File: config.mk
export PLATFORM = sky130hd
export DESIGN_NAME = lnbc_i2c_target
export DESIGN_NICKNAME = d
export VERILOG_FILES = /design/src/rtl/lnbc_pkg.sv /design/src/rtl/lnbc_sync.sv /design/src/rtl/lnbc_ctrl_reg.sv /design/src/rtl/lnbc_bus_fsm.sv /design/src/rtl/lnbc_i2c_target.sv
export SDC_FILE = /design/constraint.sdc
export NUM_CORES = 1
export LEC_CHECK = 0
export ABC_AREA = 1
export ABC_CLOCK_PERIOD_IN_PS = 3500
export BUFFER_PORTS_ARGS = -buffer_cell sky130_fd_sc_hd__buf_2
export CORE_ASPECT_RATIO = 0.9
export CORE_MARGIN = 5
export CORE_UTILIZATION = 57
export CTS_CLUSTER_DIAMETER = 150
export DETAILED_ROUTE_END_ITERATION = 10
export HOLD_SLACK_MARGIN = 0.02
export PLACE_DENSITY = 0.73
export SETUP_SLACK_MARGIN = 0.2
export SYNTH_ARGS = -nofsm -noshare
export SYNTH_HDL_FRONTEND = slang
export SYNTH_HIERARCHICAL = 1
export SYNTH_SLANG_ARGS = --single-unit
File: constraint.sdc
create_clock -name clk -period 3.5 [get_ports clk]
set_clock_uncertainty 0.2 [all_clocks]
set_input_delay 0.35 -clock clk [delete_from_list [all_inputs] [get_ports clk]]
set_output_delay 0.35 -clock clk [all_outputs]
set_load 0.03 [all_outputs]
File: src/rtl/lnbc_pkg.sv
package lnbc_pkg;
  typedef enum logic [2:0] {
    ST_IDLE,
    ST_ADDR,
    ST_ADDR_ACK,
    ST_WDATA,
    ST_WDATA_ACK,
    ST_RDATA,
    ST_RACK
  } tgt_state_t;
endpackage

File: src/rtl/lnbc_sync.sv
module lnbc_sync #(
  parameter int              WIDTH  = 1,
  parameter int              STAGES = 2,
  parameter logic [WIDTH-1:0] INIT  = '0
) (
  input  logic             clk,
  input  logic             rst,
  input  logic [WIDTH-1:0] d,
  output logic [WIDTH-1:0] q
);
  logic [WIDTH-1:0] pipe [STAGES];

  always_ff @(posedge clk) begin
    if (rst) begin
      for (int i = 0; i < STAGES; i++) pipe[i] <= INIT;
    end else begin
      pipe[0] <= d;
      for (int i = 1; i < STAGES; i++) pipe[i] <= pipe[i-1];
    end
  end

  assign q = pipe[STAGES-1];
endmodule

File: src/rtl/lnbc_ctrl_reg.sv
module lnbc_ctrl_reg #(
  parameter int CTL_W = 6,
  parameter int FLT_W = 2,
  localparam int REG_W = CTL_W + FLT_W
) (
  input  logic             clk,
  input  logic             rst,
  input  logic             pwr_good,
  input  logic             wr_en,
  input  logic [REG_W-1:0] wr_data,
  input  logic [FLT_W-1:0] flt_s,
  output logic [CTL_W-1:0] ctl_q,
  output logic [REG_W-1:0] rd_byte
);
  always_ff @(posedge clk) begin
    if (rst || !pwr_good) ctl_q <= '0;
    else if (wr_en)       ctl_q <= wr_data[REG_W-1:FLT_W];
  end

  assign rd_byte = {ctl_q, flt_s};

  // unpowered register is cleared
  assert_reg_cleared_R7: assert property (@(posedge clk) disable iff (rst)
    !pwr_good |=> (ctl_q == '0));
  // contents change only through a write strobe
  assert_reg_holds_R5: assert property (@(posedge clk) disable iff (rst)
    (pwr_good && !wr_en) |=> $stable(ctl_q));
endmodule

File: src/rtl/lnbc_bus_fsm.sv
module lnbc_bus_fsm
  import lnbc_pkg::*;
#(
  parameter int              ADDR_W    = 7,
  parameter int              DATA_W    = 8,
  parameter logic [ADDR_W-1:0] ADDR_BASE = 7'b0001000,
  localparam int CNT_W = $clog2(DATA_W + 1)
) (
  input  logic              clk,
  input  logic              rst,
  input  logic              pwr_good,
  input  logic              scl_s,
  input  logic              sda_s,
  input  logic              addr_sel,
  input  logic [DATA_W-1:0] rd_byte,
  output logic              wr_en,
  output logic [DATA_W-1:0] wr_byte,
  output logic              sda_oe
);
  tgt_state_t        state;
  logic              scl_d, sda_d, rw_q, ack_q;
  logic [CNT_W-1:0]  cnt;
  logic [DATA_W-1:0] rx_q, tx_q;

  logic start_det, stop_det, scl_rise, scl_fall, addr_hit, byte_full;
  logic [ADDR_W-1:0] my_addr;

  assign start_det = scl_s && scl_d && sda_d && !sda_s;
  assign stop_det  = scl_s && scl_d && !sda_d && sda_s;
  assign scl_rise  = scl_s && !scl_d;
  assign scl_fall  = !scl_s && scl_d;
  assign my_addr   = {ADDR_BASE[ADDR_W-1:1], addr_sel};
  assign addr_hit  = (rx_q[DATA_W-1:DATA_W-ADDR_W] == my_addr);
  assign byte_full = (cnt == CNT_W'(DATA_W));
  assign wr_byte   = rx_q;

  always_ff @(posedge clk) begin
    if (rst || !pwr_good) begin
      state  <= ST_IDLE;
      scl_d  <= 1'b1;
      sda_d  <= 1'b1;
      cnt    <= '0;
      rx_q   <= '0;
      tx_q   <= '0;
      rw_q   <= 1'b0;
      ack_q  <= 1'b0;
      sda_oe <= 1'b0;
      wr_en  <= 1'b0;
    end else begin
      scl_d <= scl_s;
      sda_d <= sda_s;
      wr_en <= 1'b0;
      if (start_det) begin
        state  <= ST_ADDR;
        cnt    <= '0;
        sda_oe <= 1'b0;
      end else if (stop_det) begin
        state  <= ST_IDLE;
        sda_oe <= 1'b0;
      end else begin
        unique case (state)
          ST_IDLE: ;
          ST_ADDR, ST_WDATA: begin
            if (scl_rise && !byte_full) begin
              rx_q <= {rx_q[DATA_W-2:0], sda_s};
              cnt  <= cnt + 1'b1;
            end else if (scl_fall && byte_full) begin
              if (state == ST_WDATA) begin
                state  <= ST_WDATA_ACK;
                sda_oe <= 1'b1;
                wr_en  <= 1'b1;
              end else if (addr_hit) begin
                state  <= ST_ADDR_ACK;
                sda_oe <= 1'b1;
                rw_q   <= rx_q[0];
              end else begin
                state <= ST_IDLE;
              end
            end
          end
          ST_ADDR_ACK: begin
            if (scl_fall) begin
              cnt <= '0;
              if (rw_q) begin
                tx_q   <= rd_byte;
                sda_oe <= !rd_byte[DATA_W-1];
                state  <= ST_RDATA;
              end else begin
                sda_oe <= 1'b0;
                state  <= ST_WDATA;
              end
            end
          end
          ST_WDATA_ACK: begin
            if (scl_fall) begin
              sda_oe <= 1'b0;
              state  <= ST_IDLE;
            end
          end
          ST_RDATA: begin
            if (scl_rise) begin
              cnt <= cnt + 1'b1;
            end else if (scl_fall) begin
              if (byte_full) begin
                sda_oe <= 1'b0;
                state  <= ST_RACK;
              end else begin
                tx_q   <= {tx_q[DATA_W-2:0], 1'b0};
                sda_oe <= !tx_q[DATA_W-2];
              end
            end
          end
          ST_RACK: begin
            if (scl_rise) begin
              ack_q <= !sda_s;
            end else if (scl_fall) begin
              if (ack_q) begin
                cnt    <= '0;
                tx_q   <= rd_byte;
                sda_oe <= !rd_byte[DATA_W-1];
                state  <= ST_RDATA;
              end else begin
                state <= ST_IDLE;
              end
            end
          end
          default: state <= ST_IDLE;
        endcase
      end
    end
  end

  // SDA is left to the controller during its acknowledge slot
  assert_rack_released_R4: assert property (@(posedge clk) disable iff (rst)
    (state == ST_RACK) |-> !sda_oe);
  // a START always begins a fresh address phase
  assert_start_restarts_R10: assert property (@(posedge clk) disable iff (rst)
    (pwr_good && start_det) |=> (state == ST_ADDR && !sda_oe));
  // a foreign address drops the target to idle without an ACK
  assert_foreign_addr_R9: assert property (@(posedge clk) disable iff (rst)
    (pwr_good && state == ST_ADDR && scl_fall && byte_full && !start_det
     && !stop_det && !addr_hit) |=> (state == ST_IDLE && !sda_oe));
  // transmit byte only moves on SCL falling edges
  assert_tx_frozen_R11: assert property (@(posedge clk) disable iff (rst)
    (pwr_good && state == ST_RDATA && !scl_fall) |=> $stable(tx_q));
endmodule

File: src/rtl/lnbc_i2c_target.sv
module lnbc_i2c_target #(
  parameter int SYNC_STAGES = 2,
  parameter int CTL_W       = 6,
  parameter int FLT_W       = 2,
  parameter logic [6:0] ADDR_BASE = 7'b0001000
) (
  input  logic clk,
  input  logic rst,
  input  logic scl_i,
  input  logic sda_i,
  output logic sda_oe_o,
  input  logic addr_sel_i,
  input  logic pwr_good_i,
  input  logic fault_temp_i,
  input  logic fault_ovl_i,
  output logic cur_lim_mode_o,
  output logic cur_sel_o,
  output logic tone_en_o,
  output logic line_comp_o,
  output logic volt_sel_o,
  output logic pwr_en_o
);
  localparam int REG_W = CTL_W + FLT_W;

  logic [1:0]       bus_s;
  logic [FLT_W-1:0] flt_s;
  logic [CTL_W-1:0] ctl_q;
  logic [REG_W-1:0] rd_byte, wr_byte;
  logic             wr_en;

  lnbc_sync #(.WIDTH(2), .STAGES(SYNC_STAGES), .INIT(2'b11)) u_bus_sync (
    .clk(clk), .rst(rst), .d({scl_i, sda_i}), .q(bus_s)
  );

  lnbc_sync #(.WIDTH(FLT_W), .STAGES(SYNC_STAGES), .INIT('0)) u_flt_sync (
    .clk(clk), .rst(rst), .d({fault_temp_i, fault_ovl_i}), .q(flt_s)
  );

  lnbc_bus_fsm #(.ADDR_W(7), .DATA_W(REG_W), .ADDR_BASE(ADDR_BASE)) u_fsm (
    .clk(clk), .rst(rst), .pwr_good(pwr_good_i),
    .scl_s(bus_s[1]), .sda_s(bus_s[0]), .addr_sel(addr_sel_i),
    .rd_byte(rd_byte), .wr_en(wr_en), .wr_byte(wr_byte), .sda_oe(sda_oe_o)
  );

  lnbc_ctrl_reg #(.CTL_W(CTL_W), .FLT_W(FLT_W)) u_reg (
    .clk(clk), .rst(rst), .pwr_good(pwr_good_i), .wr_en(wr_en),
    .wr_data(wr_byte), .flt_s(flt_s), .ctl_q(ctl_q), .rd_byte(rd_byte)
  );

  assign cur_lim_mode_o = ctl_q[CTL_W-1];
  assign cur_sel_o      = ctl_q[CTL_W-2];
  assign tone_en_o      = ctl_q[CTL_W-3];
  assign line_comp_o    = ctl_q[CTL_W-4];
  assign volt_sel_o     = ctl_q[CTL_W-5];
  assign pwr_en_o       = ctl_q[CTL_W-6];

  // nothing is driven and power stays off while unpowered
  assert_silent_unpowered_R7: assert property (@(posedge clk) disable iff (rst)
    !pwr_good_i |=> (!sda_oe_o && !pwr_en_o));
endmodule

==> results.cfg <==
[timing]
fin_crit_sh_pct = 55.9
fmax_mhz = 511
slew_headroom_pct = 62.1
layout_setup_ws_ns = 1.54
rsz0062_at_grt = false
maxSlewViolCount = 0
worst_slew_pin_slew_ns = 0.567
final-setup-viol-count = 0
hold_violations = 0
period_minus_slack_ns = 1.96
final.setup.tns_ns = 0

[power]
seqPwrFrac_pct = 57.0
pwr_density_cell_mw_per_mm2 = 386
p_sw_mw = 0.194
clkPwrFrac_pct = 38.3
p_int_mw = 0.659
vdd_drop_max_mv = 0.291
leakage_nw = 1.07
power_frac_comb_pct = 4.6
swShare_pct = 22.7

[layout]
nets = 326
fin_util_pct = 60.5
diodes = 0
design_area_mm2 = 0.00221
area_growth_pct = 4.74
final_layout_size_suffix_gt1_share_pct = 12.9

[min_path]
hp-start = sda_i
min_delay_path_depth = 3
hold-path-endpoint = u_bus_sync/pipe[0][0]$_SDFF_PP1_
min_path_type = primary input to register

[floorplan]
io_pins = 15
die_area_mm2 = 0.00502
fp.dieH_um = 67.7
core-area_mm2 = 0.00365
start_util_pct = 57.8
rows = 21
die_x_um = 74.1

[global_routing]
antenna_found_initial = 0
grt_overflow = 0
track_usage_pct = 18.9
grt_pass1_wl_um = 7230
grt_max_degree = 21
grt_pass1_vias = 1571

[placed_design]
gp_congestion = 0.875
place_ws_ns = 1.58
dp_hpwl_um = 3080
dpl-instance-area_mm2 = 0.00212
port_buffers = 14

[setup_path]
crit_family = simple AND/OR/NAND/NOR gates
reg2reg_from = u_fsm/state[2]$_SDFFE_PP0P_
worstPathCellList = nand3_2, nand2_1, nand2_1, nand2_2, nor2_8, o21ai_1, nor2_1
start_kind = register
r2r_setup_slack_ns = 1.54
path_buf_inv = 0
cp_slowest_cell = dfxtp_1
worstRegToRegCells = 7
slowest_delay_ns = 0.56
r2r_end = u_fsm/tx_q[1]$_SDFFE_PP0P_
crit_path_frequent_cell = nand2_1
setup.worst_path.end_class = register
critical_path_arrival_ns = 1.94
path_class = register to register
crit_fanout = 12
required_ns = 3.48

[synth]
synth_area_mm2 = 0.00211
yosys-top-cells-area = dfxtp_1, nand2_1, nor2_1
yosysSeqAreaShare_pct = 39.8
synth_area_leader_cell = dfxtp_1
async_flop_share_pct = 0
yosys.area.top_type_share_pct = 39.8
ys_warn_count = 6
avgSynthCellArea_um2 = 6.79
synth-edff-count = 0
synth_seq_cells = 42
synth_most_common_cell = nand2_1
synthTopCellsByCount = nand2_1, nor2_1, dfxtp_1
synth_cell_types = 29
synth_nets = 321
synthCells = 311
ys.flop_type = dfxtp_1

[routing]
vias = 1846
first_pass_iters = 4
drt_iter0_markers = 168
drc = 0
drt_wl_total_um = 4210
viasPerCell = 5.09
wl_per_cell_um = 11.6
ant_nets = 0

[clocking]
clock_path_buffers = 2
clkSinkCount = 42
clk_pin_slew_ns = 0.08
clk_latency_ns = 0.29
htree_num_levels = 2
cts_resized = 0
post_cts_buffers = 0
cts_buffers = 5
hold_buffers = 0
cts_tree = yes
cts_root_buf = clkbuf_8

[run_status]
status = finished clean

[flow_run]
drv_cap = 0
==> registers in the layout (all words and copies together), names as in the netlist <==
signal and cells:
u_fsm/sda_d 1, u_fsm/state 3, u_reg/ctl_q 6, u_fsm/wr_byte 8, u_fsm/cnt 4, u_fsm/tx_q 7
u_fsm/wr_en 1, u_fsm/sda_oe 1, u_fsm/scl_d 1, u_bus_sync/pipe 4, u_flt_sync/pipe 4, u_fsm/ack_q 1
u_fsm/rw_q 1
==> per-stage QoR <==
stage | hold WS, ns | total power [mW] | cells
after detailed placement | 0.197 | 0.537 | 355
after floorplan | 0.186 | 0.527 | 311
after global routing | 0.0441 | 0.893 | 363
final | 0.0303 | 0.853 | 363
after global placement | 0.189 | 0.536 | 355
after CTS | 0.0250 | 0.861 | 363
==> cell type report <==
class / count / area [um^2]
inverters: 42 / 158
flip-flops and latches: 42 / 841
multi-input cells: 210 / 982
clock buffers: 7 / 86.3
repair buffers: 15 / 77.6
clock inverters: 1 / 8.76
well taps: 46 / 57.6
fillers: 342 / 1440
==> per-layer routing <==
metal	track usage, %	wire length (um)
met1	26.7	2140
met2	27.0	1820
met4	8.60	58
met3	4.32	195
met5	0	0
==> power by group through the flow <==
stage | sequential (mW) | combinational [mW] | clock (mW)
floorplan | 0.497 | 0.0308 | 0
global placement | 0.497 | 0.0382 | 0
detailed placement | 0.498 | 0.0390 | 0
CTS | 0.486 | 0.0392 | 0.335
global route | 0.488 | 0.0451 | 0.360
finish | 0.486 | 0.0394 | 0.327
==> worst register-to-register path, stage by stage (launching register included) <==
cell     delay [ns]
dfxtp_1        0.56
nand3_2        0.34
nand2_1        0.17
nand2_1        0.07
nand2_2        0.22
nor2_8         0.09
o21ai_1        0.14
nor2_1         0.07
==> kinds of logic (layout without fill, tap and decap cells) <==
logic type	count (synthesis)	count (layout)	synth area share [%]
buf+inv	59	65	13.6
compound gates	44	44	11.1
simple gates	162	162	33.4
flops	42	42	39.8
fa+ha+maj	2	2	1.19
xor+xnor	2	2	0.830
==> how the worst max path moves through the flow <==
| stage | startpoint | endpoint | depth (start not counted) |
|---|---|---|---|
| floorplan | u_fsm/cnt[0]$_SDFFE_PP0P_ | u_fsm/state[0]$_SDFFE_PP0P_ | 9 |
| global placement | u_fsm/state[2]$_SDFFE_PP0P_ | u_fsm/cnt[1]$_SDFFE_PP0P_ | 9 |
| detailed placement | u_fsm/state[2]$_SDFFE_PP0P_ | u_fsm/cnt[1]$_SDFFE_PP0P_ | 9 |
| CTS | u_fsm/state[2]$_SDFFE_PP0P_ | u_fsm/cnt[1]$_SDFFE_PP0P_ | 9 |
| global route | u_fsm/state[2]$_SDFFE_PP0P_ | u_fsm/tx_q[1]$_SDFFE_PP0P_ | 7 |
| finish | u_fsm/state[2]$_SDFFE_PP0P_ | u_fsm/tx_q[1]$_SDFFE_PP0P_ | 7 |
==> placed cells by master, fill, tap and decap left out, types with 2 or more instances in the layout <==
cell       n
inv_1     36
o21ai_0   13
nand4_1    2
nor3_1     8
clkbuf_8   6
a21oi_1   22
dfxtp_1   42
nand2_2    5
o21ai_1    6
ha_1       2
nand3_1   14
nand3_2    2
buf_2     14
nand2_1   79
inv_2      6
nor2_1    46
No activity file was read; power rests on OpenSTA's default activity.
